## src/rtl/lalu_pkg.sv

```systemverilog
package lalu_pkg;

  typedef enum logic [2:0] {
    OP_AND  = 3'd0,
    OP_OR   = 3'd1,
    OP_XOR  = 3'd2,
    OP_NOT  = 3'd3,
    OP_TEST = 3'd4,
    OP_NEG  = 3'd5,
    OP_RSV6 = 3'd6,
    OP_RSV7 = 3'd7
  } opT;

  // strobes from control to datapath
  typedef struct packed {
    logic wrRes;     // load result register and pulse write-enable
    logic updLogic;  // logic-class flag rule
    logic updNeg;    // negation flag rule
  } strobeT;

  typedef struct packed {
    logic cf;
    logic pf;
    logic af;
    logic zf;
    logic sf;
    logic of;
  } flagsT;

endpackage

```

## src/rtl/lalu_ctrl.sv

```systemverilog
module lalu_ctrl
  import lalu_pkg::*;
(
  input  logic       inValid,
  input  logic [2:0] inOp,
  output strobeT     stb,
  output opT         opSel
);

  always_comb begin
    opSel = opT'(inOp);
    stb   = '0;
    if (inValid) begin
      unique case (opSel)
        OP_AND, OP_OR, OP_XOR: begin
          stb.wrRes    = 1'b1;
          stb.updLogic = 1'b1;
        end
        OP_TEST: stb.updLogic = 1'b1;
        OP_NOT:  stb.wrRes    = 1'b1;
        OP_NEG: begin
          stb.wrRes  = 1'b1;
          stb.updNeg = 1'b1;
        end
        default: stb = '0;
      endcase
    end
  end

endmodule

```

## src/rtl/lalu_datapath.sv

```systemverilog
module lalu_datapath
  import lalu_pkg::*;
#(
  parameter int W = 32
) (
  input  logic         clk,
  input  logic         rstN,
  input  strobeT       stb,
  input  opT           opSel,
  input  logic [W-1:0] opA,
  input  logic [W-1:0] opB,
  output logic [W-1:0] resOut,
  output logic         resWe,
  output flagsT        flags
);

  localparam logic [W-1:0] MIN_NEG = {1'b1, {(W-1){1'b0}}};

  logic [W-1:0] rawRes;
  logic         rawPar;
  logic         rawZero;

  always_comb begin
    unique case (opSel)
      OP_AND, OP_TEST: rawRes = opA & opB;
      OP_OR:           rawRes = opA | opB;
      OP_XOR:          rawRes = opA ^ opB;
      OP_NOT:          rawRes = ~opA;
      OP_NEG:          rawRes = '0 - opA;
      default:         rawRes = '0;
    endcase
  end

  assign rawPar  = ~^rawRes[7:0];
  assign rawZero = (rawRes == '0);

  always_ff @(posedge clk) begin
    if (!rstN) begin
      resOut <= '0;
      resWe  <= 1'b0;
      flags  <= '0;
    end else begin
      resWe <= stb.wrRes;
      if (stb.wrRes) resOut <= rawRes;
      if (stb.updLogic) begin
        flags.cf <= 1'b0;
        flags.of <= 1'b0;
        flags.af <= 1'b0;
        flags.pf <= rawPar;
        flags.zf <= rawZero;
        flags.sf <= rawRes[W-1];
      end else if (stb.updNeg) begin
        flags.cf <= (opA != '0);
        flags.of <= (opA == MIN_NEG);
        flags.af <= (opA[3:0] != 4'd0);
        flags.pf <= rawPar;
        flags.zf <= rawZero;
        flags.sf <= rawRes[W-1];
      end
    end
  end

endmodule

```

## src/rtl/logic_alu.sv

```systemverilog
module logic_alu
  import lalu_pkg::*;
#(
  parameter int W = 32
) (
  input  logic         clk,
  input  logic         rstN,
  input  logic         inValid,
  input  logic [2:0]   inOp,
  input  logic [W-1:0] opA,
  input  logic [W-1:0] opB,
  output logic [W-1:0] resOut,
  output logic         resWe,
  output logic [7:0]   flagByte,
  output logic         ovFlag
);

  localparam logic [W-1:0] MIN_NEG = {1'b1, {(W-1){1'b0}}};

  strobeT stb;
  opT     opSel;
  flagsT  flags;

  lalu_ctrl u_ctrl (
    .inValid (inValid),
    .inOp    (inOp),
    .stb     (stb),
    .opSel   (opSel)
  );

  lalu_datapath #(.W(W)) u_dp (
    .clk    (clk),
    .rstN   (rstN),
    .stb    (stb),
    .opSel  (opSel),
    .opA    (opA),
    .opB    (opB),
    .resOut (resOut),
    .resWe  (resWe),
    .flags  (flags)
  );

  assign flagByte = {flags.sf, flags.zf, 1'b0, flags.af, 1'b0, flags.pf, 1'b1, flags.cf};
  assign ovFlag   = flags.of;

  a_r2_logic_clears: assert property (@(posedge clk) disable iff (!rstN)
    (inValid && inOp < 3'd3) |=> (!flagByte[0] && !flagByte[4] && !ovFlag));

  a_r4_test_no_write: assert property (@(posedge clk) disable iff (!rstN)
    (inValid && inOp == 3'd4) |=> (!resWe && $stable(resOut)));

  a_r5_not_keeps_flags: assert property (@(posedge clk) disable iff (!rstN)
    (inValid && inOp == 3'd3) |=> ($stable(flagByte) && $stable(ovFlag)));

  a_r6_neg_carry: assert property (@(posedge clk) disable iff (!rstN)
    (inValid && inOp == 3'd5) |=> (flagByte[0] == ($past(opA) != '0)));

  a_r7_neg_overflow: assert property (@(posedge clk) disable iff (!rstN)
    (inValid && inOp == 3'd5) |=> (ovFlag == ($past(opA) == MIN_NEG)));

  a_r10_ignored: assert property (@(posedge clk) disable iff (!rstN)
    (!inValid || inOp > 3'd5) |=> (!resWe && $stable(resOut) && $stable(flagByte)));

endmodule

```

## config.mk

```make
export PLATFORM = sky130hd
export DESIGN_NAME = logic_alu
export DESIGN_NICKNAME = d
export VERILOG_FILES = /design/src/rtl/lalu_pkg.sv /design/src/rtl/lalu_ctrl.sv /design/src/rtl/lalu_datapath.sv /design/src/rtl/logic_alu.sv
export SDC_FILE = /design/constraint.sdc
export NUM_CORES = 1
export LEC_CHECK = 0
export BUFFER_PORTS_ARGS = -buffer_cell sky130_fd_sc_hd__clkbuf_2
export CORE_ASPECT_RATIO = 0.9
export CORE_MARGIN = 10
export CORE_UTILIZATION = 38
export CTS_BUF_LIST = sky130_fd_sc_hd__clkbuf_4 sky130_fd_sc_hd__clkbuf_8
export DETAILED_ROUTE_END_ITERATION = 8
export HOLD_SLACK_MARGIN = 0.08
export PLACE_DENSITY_LB_ADDON = 0.2
export SKIP_LAST_GASP = 1
export SLEW_MARGIN = 15
export SYNTH_ARGS = -nofsm -noshare
export SYNTH_HDL_FRONTEND = slang
export SYNTH_HIERARCHICAL = 1
export SYNTH_SLANG_ARGS = --single-unit
```

## constraint.sdc

```tcl
create_clock -name clk -period 2.6 [get_ports clk]
set_input_delay 0 -clock clk [delete_from_list [all_inputs] [get_ports clk]]
set_output_delay 0 -clock clk [all_outputs]
set_load 0.02 [all_outputs]
```

==> flow_summary.yaml <==
status:
  outcome: "finished clean"
hold_path:
  hp-class: "in -> reg"
  hold_depth: 4
  whs_endpoint: "u_dp/flags[0]$_SDFFE_PP0P_"
  hp-start: "opA[30]"
placed_design:
  dpl_cell_area_um2: 5286
  hpwl_mm: 12.19
  portBuffers: 108
  gp_congestion: 0.9169
drt:
  route.detailed.drc: 0
  wl_mm: 15.19
  drt-initial-drc-count: 408
  drt-pass1-iter-count: 5
  vias: 4604
  post_drt_wl_per_cell_um: 17.70
  drt-vias-per-instance: 5.366
  ant_nets: 0
floorplanning:
  die_area_um2: 16260
  die_w_um: 133.3
  io_pins: 112
  rows: 37
  dieHeight_um: 122.0
  core-area_um2: 11390
  start_util_pct: 38.55
grt:
  grt_max_degree: 43
  grt_pass1_vias: 4610
  overflow: 0
  grt_pass1_wl_mm: 24.42
  antenna_found_initial: 0
  grt.total_usage_pct: 18.10
yosys:
  yosys.area_share.simple_pct: 20.78
  synth-compound-area-share_pct: 22.71
  netlist_instances: 581
  ys_ff_latch: 39
  synth_top_family_by_area: "compound AO/OA/AOI/OAI gates"
  synth.distinct_cells: 60
  synthAdderAreaFrac_pct: 19.66
  synth_xor_area_share_pct: 4.189
  synth_area_per_cell_um2: 7.557
  synth_warnings: 6
  synth_edf_count: 0
  synth_top_flop_cell: "dfxtp_1"
  async_flop_share_pct: 0
  seq_area_frac_synth_pct: 17.78
  netlist_area_um2: 4390
  muxShareOfSynthArea_pct: 4.560
finish:
  nNetsFinal: 840
  area_delta_synth_final_pct: 23.68
  antenna_cells: 0
  design_area_um2: 5430
  drive_gt1_share_pct: 25.21
timing:
  slew_viol_final: 0
  setup_viol: 0
  clock_skew_ns: 0
  rsz0062_at_grt: "no"
  fin_crit_sh_pct: 90.62
  period_minus_slack_ns: 2.356
  max_freq_ghz: 0.4244
  worstMarginPinSlew_ns: 0.5780
  relSlewSlack_pct: 61.29
  finalHoldViolations: 0
worst_setup_path:
  r2r_start: "u_dp/flags[2]$_SDFFE_PN0P_"
  reg2reg_to: "u_dp/flags[2]$_SDFFE_PN0P_"
  critPathKind: "in -> reg"
  cp.arrival_ns: 2.56
  start_kind: "input pin"
  worst-r2r-setup-slack_ns: 1.85
  path_max_fanout: 4
  critPathRequiredTime_ns: 2.80
  cp-end-kind: "flop"
  reg2regPathDepth: 2
power_and_ir_drop:
  finalPower_mw: 2.000
  seq_power_share_pct: 33.0
  cellPowerDensity_nw_per_um2: 368.2
  internal_power_mw: 1.269
  power_frac_comb_pct: 39.4
  switching_share_pct: 36.56
  ir_worst_vdd_v: 0.0002271
  switchingPower_mw: 0.7310
  clkPwrFrac_pct: 27.6
  power_leakage_nw: 2.668
clock_network:
  clockBufferDepth: 2
  cts_tree: "yes"
  post_cts_buffers: 0
  clk_pin_slew_ns: 0.09
  clock-sinks: 39
  cts_buffers: 5
  htreeDepth: 2
  clockRootBuffer: "clkbuf_8"
  clock_latency_ns: 0.29
flow_run:
  maxCapViolations: 0
[worst max path at each step]
stage / from / to / slack [ns] / cells after the start
floorplan: inOp[0] / u_dp/flags[2]$_SDFFE_PN0P_ / 0.25 / 14
global placement: opA[0] / u_dp/flags[2]$_SDFFE_PN0P_ / 0.09 / 14
detailed placement: opA[0] / u_dp/flags[2]$_SDFFE_PN0P_ / -0.12 / 14
CTS: opA[0] / u_dp/flags[2]$_SDFFE_PN0P_ / 0.17 / 14
global route: opA[1] / u_dp/flags[2]$_SDFFE_PN0P_ / 0.03 / 14
finish: opA[0] / u_dp/flags[2]$_SDFFE_PN0P_ / 0.24 / 14
[layout make-up]
class                           count  area [um2]
Clock buffer                        6       82.58
Clock inverter                      2       35.03
Fill cell                        1195        5958
Inverter                           70       262.8
Multi-Input combinational cell    433        3186
Sequential cell                    39       780.7
Tap cell                          156       195.2
Timing Repair Buffer              152       888.4
[registers in the layout (all words and copies together), names as in the netlist]
register,cells
u_dp/resWe,1
u_dp/resOut,32
u_dp/flags,6
[synthesized netlist by cell type, types with 3 or more instances]
library cell	n	share of area (%)
nor2_1	71	6.1
ha_1	69	20
inv_1	68	5.8
dfxtp_1	39	18
a21oi_1	37	4.2
nand2_1	26	2.2
clkbuf_1	25	2.1
a211oi_1	23	3.9
mux2i_1	20	4.6
xnor2_1	20	4.0
o21ai_0	17	1.9
nand4_1	13	1.9
nor3_1	13	1.5
o22a_1	13	2.6
nand3_1	10	1.1
nor4_1	10	1.4
a31oi_1	8	1.1
nand2b_1	7	1.0
buf_1	6	0.51
buf_4	6	1.0
a221oi_1	5	1.0
a2bb2oi_1	5	1.0
nor4b_1	5	1.0
o22ai_1	5	0.71
a221o_1	4	0.91
o32ai_1	4	0.80
a31o_2	3	0.60
and2_1	3	0.43
and3_1	3	0.43
o221ai_1	3	0.60
[metal layers]
layer | global-route usage [%] | vias up | routed length, um
li1 | - | 2298 | -
met1 | 25.45 | 2160 | 7552
met2 | 28.22 | 138 | 6531
met3 | 4.074 | 8 | 1005
met4 | 2.514 | 0 | 100
met5 | 0 | - | 0
[cells in the final DEF, fill, tap and decap left out, types with 4 or more instances in the layout]
cell type    n
o22ai_1      5
clkbuf_2   108
o32ai_1      4
a2bb2oi_1    5
nand4_1     13
o21ai_0     17
nand2_1     26
nand3_1     10
clkbuf_8     6
a31oi_1      8
a221oi_1     5
mux2i_1     20
ha_1        69
dfxtp_1     39
a221o_1      4
o22a_1      13
a211oi_1    23
a21oi_1     37
nor4b_1      5
nor4_1       9
nand2b_1     7
nor2_1      71
xnor2_1     20
nor3_1      13
buf_4       41
inv_1       68
[cell families (layout without fill, tap and decap cells)]
logic type	Yosys count	after routing
other cells	2	3
buf+inv	110	230
mux	20	20
fa+ha+maj	69	69
compound gates	143	143
simple gates	177	177
xor+xnor	21	21
flops	39	39
[through the flow]
step / cells / worst slack (ns) / hold WS (ns) / utilization (%) / setup TNS, ns
after CTS: 858 / 0.1695 / 0.1039 / 47.63 / 0
final: 858 / 0.2440 / 0.1146 / 47.68 / 0
after floorplan: 582 / 0.2473 / 0.1217 / - / 0
after global routing: 858 / 0.03418 / 0.1699 / 47.68 / 0
after detailed placement: 848 / -0.1175 / 0.2886 / 46.42 / -0.1175
after global placement: 848 / 0.09033 / 0.2667 / 46.42 / 0
[repair_timing]
item,4_1_cts,5_1_grt
endpoints found under the setup margin,0,1
endpoints found under the hold margin,2,0
resized for setup,0,1
hold buffers,2,0
[power groups by stage]
| stage | logic (mW) | clock network (mW) | registers (mW) |
|---|---|---|---|
| after floorplan | 0.424 | 0 | 0.720 |
| after global placement | 0.766 | 0 | 0.673 |
| after detailed placement | 0.779 | 0 | 0.673 |
| after CTS | 0.784 | 0.558 | 0.660 |
| after global routing | 0.875 | 0.580 | 0.665 |
| final | 0.789 | 0.552 | 0.659 |
[worst max-delay path, cell delays in order]
cell and delay, ns:
clkbuf_2 0.12, inv_1 0.08, ha_1 0.18, nor3b_2 0.25, o21ai_0 0.13, a221o_1 0.36
a31oi_1 0.23, ha_1 0.19, nand4_1 0.09, nor3_1 0.23, nand4_1 0.14, nor4_2 0.29
nand4_1 0.14, o32ai_1 0.12
Note: power is estimated with default switching activity, not from simulation.
